`src/rtl/sa_dma_pkg.sv`:
```
package sa_dma_pkg;

    typedef enum logic [2:0] {
        ST_IDLE,
        ST_REQ,
        ST_T1,
        ST_T2,
        ST_DEAD,
        ST_REL
    } dma_state_e;

    typedef struct packed {
        logic word;
        logic narrow;
        logic to_mem;
        logic tend_en;
    } xfer_mode_t;

    // Address advance after one access of the given mode.
    function automatic logic [1:0] access_step(input xfer_mode_t m);
        return (m.word && !m.narrow) ? 2'd2 : 2'd1;
    endfunction

    // True when the mode needs a second byte access.
    function automatic logic split_word(input xfer_mode_t m);
        return m.word && m.narrow;
    endfunction

endpackage

```
`src/rtl/sa_dma_count.sv`:
```
module sa_dma_count #(
    parameter int CNT_W = 16
) (
    input  logic             clk,
    input  logic             rst,
    input  logic             load,
    input  logic [CNT_W-1:0] load_val,
    input  logic             dec,
    output logic [CNT_W-1:0] count,
    output logic             is_zero,
    output logic             is_last
);
    localparam logic [CNT_W-1:0] ONE = CNT_W'(1);

    logic [CNT_W-1:0] cnt_q;

    always_ff @(posedge clk) begin
        if (rst)
            cnt_q <= '0;
        else if (load)
            cnt_q <= load_val;
        else if (dec && cnt_q != '0)
            cnt_q <= cnt_q - ONE;
    end

    assign count   = cnt_q;
    assign is_zero = (cnt_q == '0);
    assign is_last = (cnt_q == ONE);


    count_step_chk: assert property (@(posedge clk) disable iff (rst)
        (!$past(load) && cnt_q != $past(cnt_q)) |-> (cnt_q == $past(cnt_q) - ONE));


    no_dec_at_zero_chk: assert property (@(posedge clk) disable iff (rst)
        dec |-> (cnt_q != '0));

endmodule

```
`src/rtl/sa_dma_addr.sv`:
```
module sa_dma_addr #(
    parameter int ADDR_W = 16
) (
    input  logic              clk,
    input  logic              rst,
    input  logic              load,
    input  logic [ADDR_W-1:0] load_val,
    input  logic              step_en,
    input  logic [1:0]        step,
    output logic [ADDR_W-1:0] addr
);
    logic [ADDR_W-1:0] addr_q;

    always_ff @(posedge clk) begin
        if (rst)
            addr_q <= '0;
        else if (load)
            addr_q <= load_val;
        else if (step_en)
            addr_q <= addr_q + ADDR_W'(step);
    end

    assign addr = addr_q;


    addr_move_chk: assert property (@(posedge clk) disable iff (rst)
        (!$past(load) && addr_q != $past(addr_q)) |->
        ((addr_q - $past(addr_q)) == ADDR_W'(1) || (addr_q - $past(addr_q)) == ADDR_W'(2)));

endmodule

```
`src/rtl/sa_dma_fsm.sv`:
```
module sa_dma_fsm
    import sa_dma_pkg::*;
(
    input  logic       clk,
    input  logic       rst,
    input  logic       cfg_load,
    input  xfer_mode_t mode_in,
    input  logic       dreq,
    input  logic       bus_grant,
    input  logic       cnt_zero,
    input  logic       cnt_last,
    output logic       bus_req,
    output logic       mem_rd,
    output logic       mem_wr,
    output logic       dack,
    output logic       tend,
    output logic       done,
    output logic       cnt_dec,
    output logic       addr_step_en,
    output logic [1:0] addr_step
);
    dma_state_e state_q, state_d;
    xfer_mode_t mode_q;
    logic       dreq_q;
    logic       pend_q;
    logic       second_q;
    logic       done_q;
    logic       req_edge;
    logic       in_access;
    logic       access_end;
    logic       xfer_end;

    assign req_edge   = dreq && !dreq_q;
    assign in_access  = (state_q == ST_T1) || (state_q == ST_T2);
    assign access_end = (state_q == ST_T2);
    assign xfer_end   = access_end && (second_q || !split_word(mode_q));

    always_comb begin
        state_d = state_q;
        unique case (state_q)
            ST_IDLE: if (pend_q && !cnt_zero) state_d = ST_REQ;
            ST_REQ:  if (bus_grant)           state_d = ST_T1;
            ST_T1:                            state_d = ST_T2;
            ST_T2: begin
                if (!xfer_end)     state_d = ST_T1;
                else if (cnt_last) state_d = ST_DEAD;
                else               state_d = ST_REL;
            end
            ST_DEAD:                          state_d = ST_REL;
            ST_REL:                           state_d = ST_IDLE;
            default:                          state_d = ST_IDLE;
        endcase
    end

    always_ff @(posedge clk) begin
        if (rst) begin
            state_q  <= ST_IDLE;
            mode_q   <= '0;
            dreq_q   <= 1'b0;
            pend_q   <= 1'b0;
            second_q <= 1'b0;
            done_q   <= 1'b0;
        end else begin
            state_q <= state_d;
            dreq_q  <= dreq;
            if (state_q == ST_IDLE && state_d == ST_REQ)
                mode_q <= mode_in;
            if (cfg_load)
                pend_q <= 1'b0;
            else if (req_edge && !cnt_zero)
                pend_q <= 1'b1;
            else if (state_q == ST_IDLE)
                pend_q <= 1'b0;
            if (xfer_end)
                second_q <= 1'b0;
            else if (access_end)
                second_q <= 1'b1;
            if (cfg_load)
                done_q <= 1'b0;
            else if (state_q == ST_DEAD)
                done_q <= 1'b1;
        end
    end

    assign bus_req      = (state_q == ST_REQ) || in_access || (state_q == ST_DEAD);
    assign dack         = in_access;
    assign mem_rd       = in_access && !mode_q.to_mem;
    assign mem_wr       = in_access && mode_q.to_mem;
    assign tend         = in_access && mode_q.tend_en && cnt_last;
    assign done         = done_q;
    assign cnt_dec      = xfer_end;
    assign addr_step_en = access_end;
    assign addr_step    = access_step(mode_q);


    strobe_grant_chk: assert property (@(posedge clk) disable iff (rst)
        (mem_rd || mem_wr || dack) |-> bus_grant);


    rdwr_excl_chk: assert property (@(posedge clk) disable iff (rst)
        !(mem_rd && mem_wr));


    access_len_chk: assert property (@(posedge clk) disable iff (rst)
        $rose(dack) |=> dack);


    release_gap_chk: assert property (@(posedge clk) disable iff (rst)
        $fell(bus_req) |=> !bus_req);


    tend_in_dack_chk: assert property (@(posedge clk) disable iff (rst)
        tend |-> dack);


    done_rise_chk: assert property (@(posedge clk) disable iff (rst)
        $rose(done) |-> (cnt_zero && !bus_req));

endmodule

```
`src/rtl/sa_dma_seq.sv`:
```
module sa_dma_seq
    import sa_dma_pkg::*;
#(
    parameter int ADDR_W = 16,
    parameter int CNT_W  = 16
) (
    input  logic              clk,
    input  logic              rst,
    input  logic              cfg_load,
    input  logic [ADDR_W-1:0] cfg_addr,
    input  logic [CNT_W-1:0]  cfg_count,
    input  logic              xfer_word,
    input  logic              port_narrow,
    input  logic              dir_to_mem,
    input  logic              tend_en,
    input  logic              dreq,
    output logic              bus_req,
    input  logic              bus_grant,
    output logic [ADDR_W-1:0] mem_addr,
    output logic              mem_rd,
    output logic              mem_wr,
    output logic              dack,
    output logic              tend,
    output logic              done,
    output logic [CNT_W-1:0]  remaining
);
    xfer_mode_t mode_in;
    logic       cnt_zero;
    logic       cnt_last;
    logic       cnt_dec;
    logic       step_en;
    logic [1:0] step;

    assign mode_in = '{word: xfer_word, narrow: port_narrow,
                       to_mem: dir_to_mem, tend_en: tend_en};

    sa_dma_fsm i_fsm (
        .clk         (clk),
        .rst         (rst),
        .cfg_load    (cfg_load),
        .mode_in     (mode_in),
        .dreq        (dreq),
        .bus_grant   (bus_grant),
        .cnt_zero    (cnt_zero),
        .cnt_last    (cnt_last),
        .bus_req     (bus_req),
        .mem_rd      (mem_rd),
        .mem_wr      (mem_wr),
        .dack        (dack),
        .tend        (tend),
        .done        (done),
        .cnt_dec     (cnt_dec),
        .addr_step_en(step_en),
        .addr_step   (step)
    );

    sa_dma_count #(.CNT_W(CNT_W)) i_count (
        .clk     (clk),
        .rst     (rst),
        .load    (cfg_load),
        .load_val(cfg_count),
        .dec     (cnt_dec),
        .count   (remaining),
        .is_zero (cnt_zero),
        .is_last (cnt_last)
    );

    sa_dma_addr #(.ADDR_W(ADDR_W)) i_addr (
        .clk     (clk),
        .rst     (rst),
        .load    (cfg_load),
        .load_val(cfg_addr),
        .step_en (step_en),
        .step    (step),
        .addr    (mem_addr)
    );

endmodule

```
`config.mk`:
```
export PLATFORM = sky130hd
export DESIGN_NAME = sa_dma_seq
export DESIGN_NICKNAME = d
export VERILOG_FILES = /design/src/rtl/sa_dma_pkg.sv /design/src/rtl/sa_dma_count.sv /design/src/rtl/sa_dma_addr.sv /design/src/rtl/sa_dma_fsm.sv /design/src/rtl/sa_dma_seq.sv
export SDC_FILE = /design/constraint.sdc
export NUM_CORES = 1
export LEC_CHECK = 0
export BUFFER_PORTS_ARGS = -buffer_cell sky130_fd_sc_hd__buf_2
export CAP_MARGIN = 25
export CORE_ASPECT_RATIO = 1.2
export CORE_UTILIZATION = 32
export CTS_CLUSTER_DIAMETER = 120
export CTS_CLUSTER_SIZE = 30
export DETAILED_ROUTE_END_ITERATION = 16
export PLACE_DENSITY = 0.58
export SLEW_MARGIN = 0
export SYNTH_ARGS = -nofsm -noshare
export SYNTH_HDL_FRONTEND = slang
export SYNTH_SLANG_ARGS = --single-unit
export TNS_END_PERCENT = 30
```
`constraint.sdc`:
```
create_clock -name clk -period 2 [get_ports clk]
set_input_delay 0.4 -clock clk [delete_from_list [all_inputs] [get_ports clk]]
set_output_delay 0.4 -clock clk [all_outputs]
set_load 0.01 [all_outputs]
```
==> run metrics <==
register bit total from synthesis=between 40 and 50; PnR Total Power=approximately 2.2 mW; net count of the finished layout=~470; clock-pin slew of the registers on the worst-case setup and hold paths=approximately 0.090 ns; pre-CTS setup slack=-0.0481 ns; critical path launch point=i_fsm.mode_q[2]; synthesis warning total=0; Max Transition Viols Final=0; sort of element at the end of the critical path=flop; # rows=35; Top delay family on crit path=simple AND/OR/NAND/NOR gates; Worst-Margin Slew=approximately 0.38 ns; DR iter-0 viols=around 120; clock latency at the later pin of the worst-skew pair=around 0.31 ns; fin crit period=between 2 and 2.5 ns; routed len/inst=between 15 and 20 um; Pre-Repair DR Iteration Count=4; share of the synthesized area in compound gates (AO/OA/AOI/OAI)=a little over a fifth; Post-Synth Simple-Gate Area=roughly a third; critical path launch point type=flop; Distinct cells, synth=54; highest-delay cell along the critical path=dfxtp_2; weighted congestion reported at the end of routability-driven placement=around 0.87; Die ar.=approximately 8300 um^2; outcome=finished with violations; violations in the final reports=negative setup slack; final setup violation count=1; worst hold slack=0.326 ns; Avg Synthesized Cell Area=about 8.0 um^2; Detail Route Antenna Nets=0; all-layer global routing usage=between 10% and 20%; # clock sinks=43; worst hold path startpoint=dreq; Ant. Diodes=0; Buffers & Inverters on Critical Path=1; peak supply drop=between 0.0003 and 0.0004 V; Hold Violations, Final=0; required arrival time at the worst endpoint=2.23 ns; Detailed Route WL=between 7000 and 8000 um; number of primary I/O pins=79; data arrival time at the worst-slack endpoint=2.24 ns; Setup WS post-layout=-0.0116 ns; number of global-route vias before repair=2657; Primary FF master, synth=dfxtp_1; net count of the mapped netlist=365; Final Cycle Share=101%; start-to-end type of the worst setup path=reg2reg; final sum of negative setup slack=-0.0116 ns; placeable core area=~7700 um^2; Max Fanout on Critical Path=4; mux share of post-synthesis cell area=0%; most used cells in the layout excluding fill and tap cells=buf_2, dfxtp_1, buf_4, nor2_1, nand2_1; number of levels the H-tree was split into=2; leading cell type in the layout, fill and taps excluded=buf_2; Min-Delay Path Class=in2reg; largest net degree at the start of global routing=33; main area contributors after synthesis=dfxtp_1, nor2_1, a311oi_1; crit path cell chain=nand2b_4 > ha_4 > inv_2 > fa_2 > and4bb_2 > nand3_2 > or3_1 > a311oi_2; ratio of cells with drive above 1 in the final layout=34.1%; power density over the cells=639 nW/um^2; TritonCTS clock tree=done; antenna violations before repair=0; Worst slew margin=74.7%; EDFF count, synth=0; static power due to leakage=1.46 nW; HPWL after DPL=just under 6000 um; starting density of the core=33.1%; via-per-instance ratio=5.50; wire length of the first global-routing pass=12800 um; setup repair after global routing missed its margin=yes; adder-cell share of the synthesized area=~3.3%; largest family of logic cells by synthesized area=simple AND/OR/NAND/NOR gates; Achievable Freq=around 500 MHz; share of the synthesized area in the top cell type=roughly a third; max-cap violation count=0; height of the die=approximately 100 um; Mapped Cells=roughly 320; clock root buffer=clkbuf_8; routed via count=around 2800; Mapped Area=roughly 2500 um^2; count of buffers from port buffering=78; total gr overflow=0; total DRC errors in the routed layout=0; source of the worst register-to-register timing path=i_fsm.mode_q[2]; post-route clock skew=roughly 0.0080 ns; synthesis-to-layout area growth=35.4%; horizontal die dimension=between 80 and 90 um; clock buffer count from CTS=5; async set or reset register ratio after synthesis=0%; part of the Yosys area used for sequential elements=33.9%; xor and xnor fraction of the mapped netlist area=3.11%; Max clock buf depth=2; dominant cell type by area after synthesis=dfxtp_1; delay contributed by the slowest stage of the critical path=approximately 0.33 ns
-- flip-flops by register name (all words and copies together), names as in the netlist --
register,flops
i_addr.addr,16
i_count.count,16
i_fsm.done,1
i_fsm.dreq_q,1
i_fsm.mode_q,4
i_fsm.pend_q,1
i_fsm.second_q,1
i_fsm.state_q,3
-- worst register-to-register path: stages (launching register included) --
cell and delay [ns]:
dfxtp_2 0.33, nand2b_4 0.14, ha_4 0.13, inv_2 0.03
fa_2 0.32, and4bb_2 0.32, nand3_2 0.09, or3_1 0.33
a311oi_2 0.23
-- through the flow --
step,instances,instance area [um^2],utilization [%]
after floorplan,318,2570,-
after global placement,504,3260,42.6
after detailed placement,504,3260,42.6
after CTS,514,3420,44.7
after global routing,514,3430,44.8
final,514,3430,44.8
-- final timing paths --
kind	cells past startpoint	to	slack, ns
worst min-delay path	2	i_fsm.dreq_q	0.33
worst max register to register	8	i_addr.addr[14]	-0.01
worst max-delay path	8	i_addr.addr[14]	-0.01
worst min register to register	2	i_fsm.second_q	0.48
-- cell families after synthesis --
family	Yosys count
AND/OR/NAND/NOR	152
adder cells (fa/ha/maj)	6
flip-flops	43
XOR/XNOR	9
buffers and inverters	31
AO/OA/AOI/OAI	77
-- synth_stat cells (5+ instances only) --
cell and number:
ha_1 5, a211oi_1 9, nand2_1 23, nand4_1 10
clkbuf_1 16, nor3_1 9, nor2_1 32, a311oi_1 13
and3_1 8, o21ai_0 18, o31ai_1 5, nor4_1 6
or3_1 6, xor2_1 6, nand3_1 19, nor2b_1 7
a21oi_1 11, inv_1 10, dfxtp_1 43, or4_1 6
-- power breakdown --
part           internal, mW  leakage, nW  switching [mW]
logic                 0.226         1.04           0.258
registers             0.910        0.356          0.0624
clock network         0.405       0.0612           0.333
total                  1.54         1.46           0.653
-- layout make-up --
| cell class | instances | area (um^2) |
|---|---|---|
| clock buffer | 6 | 82.6 |
| inverter | 11 | 41.3 |
| sequential | 43 | 863 |
| fill | 769 | 4230 |
| multi-input combinational | 244 | 1620 |
| tap | 92 | 115 |
| timing repair buffer | 116 | 676 |
| clock inverter | 2 | 35.0 |
-- what timing repair did --
action	in CTS	in global routing
hold buffers	0	0
pin swaps	6	5
setup endpoints to repair	4	22
resized for setup	5	2
endpoints found under the hold margin	0	0
buffers inserted	2	0
-- routing by layer --
layer	routed length [um]	up-vias	global-route usage (%)
met5	0	-	0
met3	362	7	2.57
met2	4010	90	34.7
li1	-	1407	-
met4	87	0	6.90
met1	3430	1321	23.2
Note: power is estimated with default switching activity, not from simulation.
